[src/rtl/sar_pkg.sv]
package sar_pkg;

  // Word indices of the register map (byte offset / 4)
  localparam int IDX_RESULT = 0;
  localparam int IDX_STATUS = 1;
  localparam int IDX_CTRL   = 2;
  localparam int IDX_DELAY  = 3;

  // Control word bit positions
  localparam int BIT_PWR  = 3;
  localparam int BIT_IEN  = 5;
  localparam int BIT_FLAG = 6;

  localparam int CH_W  = 3;
  localparam int DLY_W = 6;

  typedef enum logic [1:0] {
    PH_IDLE = 2'd0,
    PH_WAIT = 2'd1,
    PH_CONV = 2'd2
  } phase_t;

  // Strobes from control to datapath
  typedef struct packed {
    logic start;  // load MSB trial
    logic step;   // resolve current bit
    logic abort;  // drop the search
  } dpCmd_t;

endpackage

[src/rtl/sar_ctrl.sv]
module sar_ctrl
  import sar_pkg::*;
#(
  parameter int NUM_CH = 6,
  parameter int IDX_W  = 3
) (
  input  logic                clk,
  input  logic                rstN,
  input  logic                regWr,
  input  logic [IDX_W-1:0]    regIdx,
  input  logic [7:0]          wdata,
  input  logic                lastBit,
  output dpCmd_t              cmd,
  output logic                busy,
  output logic [CH_W-1:0]     chSel,
  output logic                chValid,
  output logic                pwrOn,
  output logic                irqEn,
  output logic                doneFlag,
  output logic [DLY_W-1:0]    delayVal
);

  phase_t            phase;
  logic [DLY_W-1:0]  waitCnt;
  logic              ctrlHit, dlyHit;
  logic              startReq, abortReq, acceptCtrl, finish;
  logic              waitDone;
  wire               unusedCtrlBits = &{1'b0, wdata[7], wdata[4]};

  assign ctrlHit    = regWr && (regIdx == IDX_W'(IDX_CTRL));
  assign dlyHit     = regWr && (regIdx == IDX_W'(IDX_DELAY));
  assign busy       = (phase != PH_IDLE);
  assign startReq   = ctrlHit && wdata[BIT_PWR] && !busy;
  assign abortReq   = ctrlHit && !wdata[BIT_PWR] && busy;
  assign acceptCtrl = ctrlHit && !(wdata[BIT_PWR] && busy);
  assign waitDone   = (phase == PH_WAIT) && (waitCnt == '0) && !abortReq;

  always_comb begin
    cmd       = '0;
    cmd.start = (startReq && (delayVal == '0)) || waitDone;
    cmd.step  = (phase == PH_CONV) && !abortReq;
    cmd.abort = abortReq;
  end

  assign finish  = cmd.step && lastBit;
  assign chValid = pwrOn && (int'(chSel) < NUM_CH);

  // Control and delay registers
  always_ff @(posedge clk or negedge rstN) begin
    if (!rstN) begin
      chSel    <= '0;
      pwrOn    <= 1'b0;
      irqEn    <= 1'b0;
      doneFlag <= 1'b0;
      delayVal <= '0;
    end else begin
      if (acceptCtrl) begin
        chSel    <= wdata[CH_W-1:0];
        pwrOn    <= wdata[BIT_PWR];
        irqEn    <= wdata[BIT_IEN];
        doneFlag <= doneFlag & wdata[BIT_FLAG];
      end else if (finish) begin
        doneFlag <= 1'b1;
      end
      if (dlyHit) delayVal <= wdata[DLY_W-1:0];
    end
  end

  // Phase sequencer
  always_ff @(posedge clk or negedge rstN) begin
    if (!rstN) begin
      phase   <= PH_IDLE;
      waitCnt <= '0;
    end else begin
      unique case (phase)
        PH_IDLE: begin
          if (startReq) begin
            if (delayVal == '0) begin
              phase <= PH_CONV;
            end else begin
              phase   <= PH_WAIT;
              waitCnt <= delayVal - 1'b1;
            end
          end
        end
        PH_WAIT: begin
          if (abortReq)            phase   <= PH_IDLE;
          else if (waitCnt == '0)  phase   <= PH_CONV;
          else                     waitCnt <= waitCnt - 1'b1;
        end
        PH_CONV: begin
          if (abortReq || lastBit) phase <= PH_IDLE;
        end
        default: phase <= PH_IDLE;
      endcase
    end
  end

endmodule

[src/rtl/sar_datapath.sv]
module sar_datapath
  import sar_pkg::*;
#(
  parameter int RES_W = 10
) (
  input  logic              clk,
  input  logic              rstN,
  input  dpCmd_t            cmd,
  input  logic              cmpIn,
  output logic [RES_W-1:0]  dacCode,
  output logic [RES_W-1:0]  result,
  output logic              lastBit
);

  localparam logic [RES_W-1:0] MSB_ONLY = {1'b1, {(RES_W-1){1'b0}}};

  logic [RES_W-1:0] trial, mask, nextTrial;

  // Per-bit next trial: decided bit takes comparator, bit below it is tried
  for (genvar gi = 0; gi < RES_W; gi++) begin : g_bit
    if (gi < RES_W - 1) begin : g_inner
      assign nextTrial[gi] = mask[gi] ? cmpIn : (mask[gi+1] ? 1'b1 : trial[gi]);
    end else begin : g_top
      assign nextTrial[gi] = mask[gi] ? cmpIn : trial[gi];
    end
  end

  assign dacCode = trial;
  assign lastBit = mask[0];

  always_ff @(posedge clk or negedge rstN) begin
    if (!rstN) begin
      trial  <= '0;
      mask   <= '0;
      result <= '0;
    end else if (cmd.abort) begin
      trial <= '0;
      mask  <= '0;
    end else if (cmd.start) begin
      trial <= MSB_ONLY;
      mask  <= MSB_ONLY;
    end else if (cmd.step) begin
      if (mask[0]) begin
        result <= nextTrial;
        trial  <= '0;
        mask   <= '0;
      end else begin
        trial <= nextTrial;
        mask  <= mask >> 1;
      end
    end
  end

endmodule

[src/rtl/sar_adc_ctrl.sv]
module sar_adc_ctrl
  import sar_pkg::*;
#(
  parameter int RES_W  = 10,
  parameter int NUM_CH = 6,
  parameter int ADDR_W = 5
) (
  input  logic              clk,
  input  logic              rstN,
  input  logic              psel,
  input  logic              penable,
  input  logic              pwrite,
  input  logic [ADDR_W-1:0] paddr,
  input  logic [31:0]       pwdata,
  output logic [31:0]       prdata,
  input  logic              cmpIn,
  output logic [RES_W-1:0]  dacCode,
  output logic [2:0]        chanSel,
  output logic              chanValid,
  output logic              adcPwr,
  output logic              irq
);

  localparam int IDX_W = ADDR_W - 2;

  dpCmd_t            cmd;
  logic [IDX_W-1:0]  regIdx;
  logic              regWr, ctrlWrite, busy, lastBit;
  logic              irqEn, ctrlFlag;
  logic [DLY_W-1:0]  delayVal;
  logic [RES_W-1:0]  result;
  logic [31:0]       readMux;
  wire               unusedTopBits = &{1'b0, pwdata[31:8], paddr[1:0]};

  assign regIdx    = paddr[ADDR_W-1:2];
  assign regWr     = psel && penable && pwrite;
  assign ctrlWrite = regWr && (regIdx == IDX_W'(IDX_CTRL));

  sar_ctrl #(.NUM_CH(NUM_CH), .IDX_W(IDX_W)) uCtrl (
    .clk      (clk),
    .rstN     (rstN),
    .regWr    (regWr),
    .regIdx   (regIdx),
    .wdata    (pwdata[7:0]),
    .lastBit  (lastBit),
    .cmd      (cmd),
    .busy     (busy),
    .chSel    (chanSel),
    .chValid  (chanValid),
    .pwrOn    (adcPwr),
    .irqEn    (irqEn),
    .doneFlag (ctrlFlag),
    .delayVal (delayVal)
  );

  sar_datapath #(.RES_W(RES_W)) uDp (
    .clk     (clk),
    .rstN    (rstN),
    .cmd     (cmd),
    .cmpIn   (cmpIn),
    .dacCode (dacCode),
    .result  (result),
    .lastBit (lastBit)
  );

  assign irq = ctrlFlag && irqEn;

  always_comb begin
    readMux = '0;
    unique case (regIdx)
      IDX_W'(IDX_RESULT): readMux = 32'(result);
      IDX_W'(IDX_STATUS): readMux = 32'(busy);
      IDX_W'(IDX_CTRL):   readMux = 32'({ctrlFlag, irqEn, 1'b0, adcPwr, chanSel});
      IDX_W'(IDX_DELAY):  readMux = 32'(delayVal);
      default:            readMux = '0;
    endcase
  end

  assign prdata = (psel && !pwrite) ? readMux : '0;

endmodule

[config.mk]
export PLATFORM = sky130hd
export DESIGN_NAME = sar_adc_ctrl
export DESIGN_NICKNAME = d
export VERILOG_FILES = /design/src/rtl/sar_pkg.sv /design/src/rtl/sar_ctrl.sv /design/src/rtl/sar_datapath.sv /design/src/rtl/sar_adc_ctrl.sv
export SDC_FILE = /design/constraint.sdc
export NUM_CORES = 1
export LEC_CHECK = 0
export BUFFER_PORTS_ARGS = -buffer_cell sky130_fd_sc_hd__buf_2
export CAP_MARGIN = 20
export CORE_AREA = 5 5 86 80
export DETAILED_ROUTE_END_ITERATION = 7
export DIE_AREA = 0 0 91 85
export GPL_TIMING_DRIVEN = 0
export PLACE_DENSITY = 0.86
export SLEW_MARGIN = 30
export SYNTH_ARGS = -nofsm -noshare
export SYNTH_HDL_FRONTEND = slang
export SYNTH_SLANG_ARGS = --single-unit
[constraint.sdc]
create_clock -name clk -period 4.5 [get_ports clk]
set_input_delay 1.35 -clock clk [delete_from_list [all_inputs] [get_ports clk]]
set_output_delay 1.35 -clock clk [all_outputs]
set_load 0.01 [all_outputs]
==> summary.txt <==
Finish
  – Layout Area Growth over Synthesis: 17.0%
  – Nets: 402
  – Commonest non-fill, non-tap cell in the layout: dfrtp_1
  – Share of layout cells above drive strength 1: 0.306
  – Most frequent cells in the layout: 50 x dfrtp_1, 47 x nor2_1, 42 x buf_2
  – ANT cells: 0
  – Fillers: 514

Pwr
  – P_leak: 1.64 nW
  – Max VDD drop: 0.224 mV
  – Pwr/cell area: 379 nW/um^2

Global routing
  – GRT Residual Overflow: 0
  – Number of global-route vias before repair: 2295
  – Initial antenna violation count: 0
  – Total track usage: 0.175
  – Largest net degree at the start of global routing: 51
  – Global-route wire length before repair: 11200 um

Routing
  – Via density: 5.53
  – Iter 0 DRT Violations: 163
  – Wirelength per Cell: 15.8 um
  – Number of detailed-route iterations in the first pass: 5
  – Post-route antenna net violation count: 0
  – Remaining DRCs: 0
  – Detailed-route via count: 2385
  – Final WL: 6830 um

Clocking
  – Clk_lat worst skew: 310 ps
  – Hold-fix buffers, CTS: 0
  – Clk buf depth: 2
  – CTS clock-pin slew for the worst setup and hold paths: 100 ps
  – Clk root buf: clkbuf_8
  – CTS tree: done
  – Resized cells post-CTS: 0
  – Post-CTS setup buffers: 0
  – Clk sinks: 50
  – CTS Buf Count: 5
  – H-tree depth: 2

Worst setup path
  – Arr. time, crit path: 2500 ps
  – Setup CP Type: primary input to output pin
  – FF-to-FF path depth: 8
  – CP endpoint kind: output pin
  – Capture point of the worst reg-to-reg path: uCtrl.waitCnt[4]
  – Worst R2R Setup Slack: 2270 ps
  – CP required: 3150 ps
  – Worst reg2reg startpoint: uCtrl.phase[1]
  – CP Launch Type: primary input
  – CP Max Fanout: 10

Yosys
  – Post-synth ARST share: 1.00
  – Area of the mapped netlist: 2820 um^2
  – Yosys Warn Count: 0
  – Synthesized instance count: 291
  – Post-synthesis average cell area: 9.70 um^2
  – EDFF count, synth: 0
  – Seq/Total Area, Yosys: 0.443
  – FF+latch count, synth: 50
  – Unique cell type count in the Yosys netlist: 51
  – Top_reg_cell synth: dfrtp_1

Timing
  – Worst-margin pin slew: 647 ps
  – RSZ-0062 raised after global routing: false
  – Hold violation count in the final report: 0
  – Tcrit/Tclk final: 0.855
  – Fin crit period: 3850 ps
  – Pins Over Slew Limit: 0
  – Hold Worst Slack: 504 ps
  – Final clock skew: 9.59 ps
  – FMAX: 260 MHz
  – Relative slew slack: 0.569
  – Setup TNS: 0 ps
  – Setup violators final: 0

Die
  – Die area: 7740 um^2
  – Row cnt: 27
  – Chip height: 85 um
  – Io pins: 91
  – Starting Density: 0.477
  – Die X-Extent: 91 um
  – Core area: 5910 um^2

Job
  – MaxCap Viol Count: 0

Worst hold path
  – HP Start: uDp.result[7]
  – WHS Path Cells: 1
  – Worst Hold Class: flop to flop
  – Hold worst-path end: uDp.result[7]

Placed design
  – Input/output buffers: 39
  – Post-DP HPWL: 4990 um
  – GPL Wtd Cong: 0.880

Outcome
  – Status: finished, final reports clean
[flip-flops by register name, indices dropped and copies added, names as in the netlist]
name,flops
uDp.dacCode,10
uCtrl.phase,2
uCtrl.irqEn,1
uCtrl.doneFlag,1
uDp.mask,10
uCtrl.delayVal,6
uCtrl.waitCnt,6
uCtrl.chSel,3
uCtrl.pwrOn,1
uDp.result,10
[cells by family after synthesis]
family,Yosys count,share of synthesized area
multiplexers,30,0.116
buffers and inverters,41,0.0904
flip-flops,50,0.443
AND/OR/NAND/NOR,103,0.182
AO/OA/AOI/OAI,65,0.163
other,1,0.00133
adder cells (fa/ha/maj),1,0.00443
[report_power, final]
part	switching, mW	internal (mW)	total, mW
Clock	0.159	0.167	0.326
Sequential	0.0570	0.507	0.564
Combinational	0.218	0.142	0.360
[synth_stat cells (2+ instances only)]
library cell  count  area, um^2
and3_1            2        12.5
a22oi_1          17         128
dfrtp_1          50        1250
a31oi_1           6        37.5
nor2b_1           3        18.8
or3b_1            2        17.5
clkbuf_1          5        18.8
o32a_1            2        20.0
buf_2             4        20.0
nand2_1          17        63.8
nor3_1            5        25.0
clkbuf_2          2        10.0
a221oi_1          2        17.5
inv_1             4        15.0
o211ai_1          2        15.0
mux2i_1           9        90.1
a2bb2oi_1         2        17.5
o21ai_0          13        65.1
a211oi_1          2        15.0
o31ai_1           2        15.0
a21oi_1           6        30.0
nand3_1           5        25.0
buf_4            25         188
and2_1            5        31.3
mux2_2           21         236
or2_2             2        12.5
nor2_1           47         176
a21oi_2           2        17.5
nand3b_1          3        22.5
nor3b_1           2        15.0
nand2b_1          2        12.5
[worst max-delay path: stages]
cell	delay, ps
buf_4	160
clkbuf_1	380
a221oi_1	180
a211oi_1	250
buf_2	180
[area by class of cell]
| type | count | area (um^2) | share of cell area |
|---|---|---|---|
| clock buffer | 5 | 68.8 | 0.0208 |
| buffer | 37 | 240 | 0.0728 |
| sequential | 50 | 1250 | 0.379 |
| tap | 72 | 90.1 | 0.0273 |
| inverter | 4 | 15.0 | 0.00455 |
| clock inverter | 3 | 43.8 | 0.0133 |
| timing repair buffer | 39 | 198 | 0.0599 |
| multi-input combinational | 221 | 1400 | 0.423 |
[layer usage]
| metal | part of all wire | up-vias | GRT usage |
|---|---|---|---|
| li1 | - | 1129 | - |
| met1 | 0.45 | 1149 | 0.235 |
| met2 | 0.47 | 100 | 0.281 |
| met3 | 0.074 | 7 | 0.0426 |
| met4 | 0.0094 | 0 | 0.0493 |
| met5 | 0 | - | 0 |
[worst max path at each step]
stage	from	slack, ps	to
3_5_place_dp	paddr[3]	710	prdata[0]
3_3_place_gp	paddr[3]	680	prdata[0]
4_1_cts	paddr[3]	700	prdata[0]
6_report	paddr[3]	650	prdata[0]
5_1_grt	paddr[3]	600	prdata[0]
2_1_floorplan	paddr[3]	860	prdata[0]
[through the flow]
| stage | power, mW | instance area (um^2) | utilization | std cells | worst slack, ps |
|---|---|---|---|---|---|
| 6_report | 1.25 | 3300 | 0.559 | 431 | 653 |
| 5_1_grt | 1.32 | 3300 | 0.559 | 431 | 604 |
| 4_1_cts | 1.25 | 3300 | 0.559 | 431 | 700 |
| 3_5_place_dp | 0.928 | 3190 | 0.539 | 423 | 705 |
| 3_3_place_gp | 0.914 | 3190 | 0.539 | 423 | 681 |
| 2_1_floorplan | 0.802 | 2900 | - | 312 | 856 |
(Power assumes the default switching activity.)
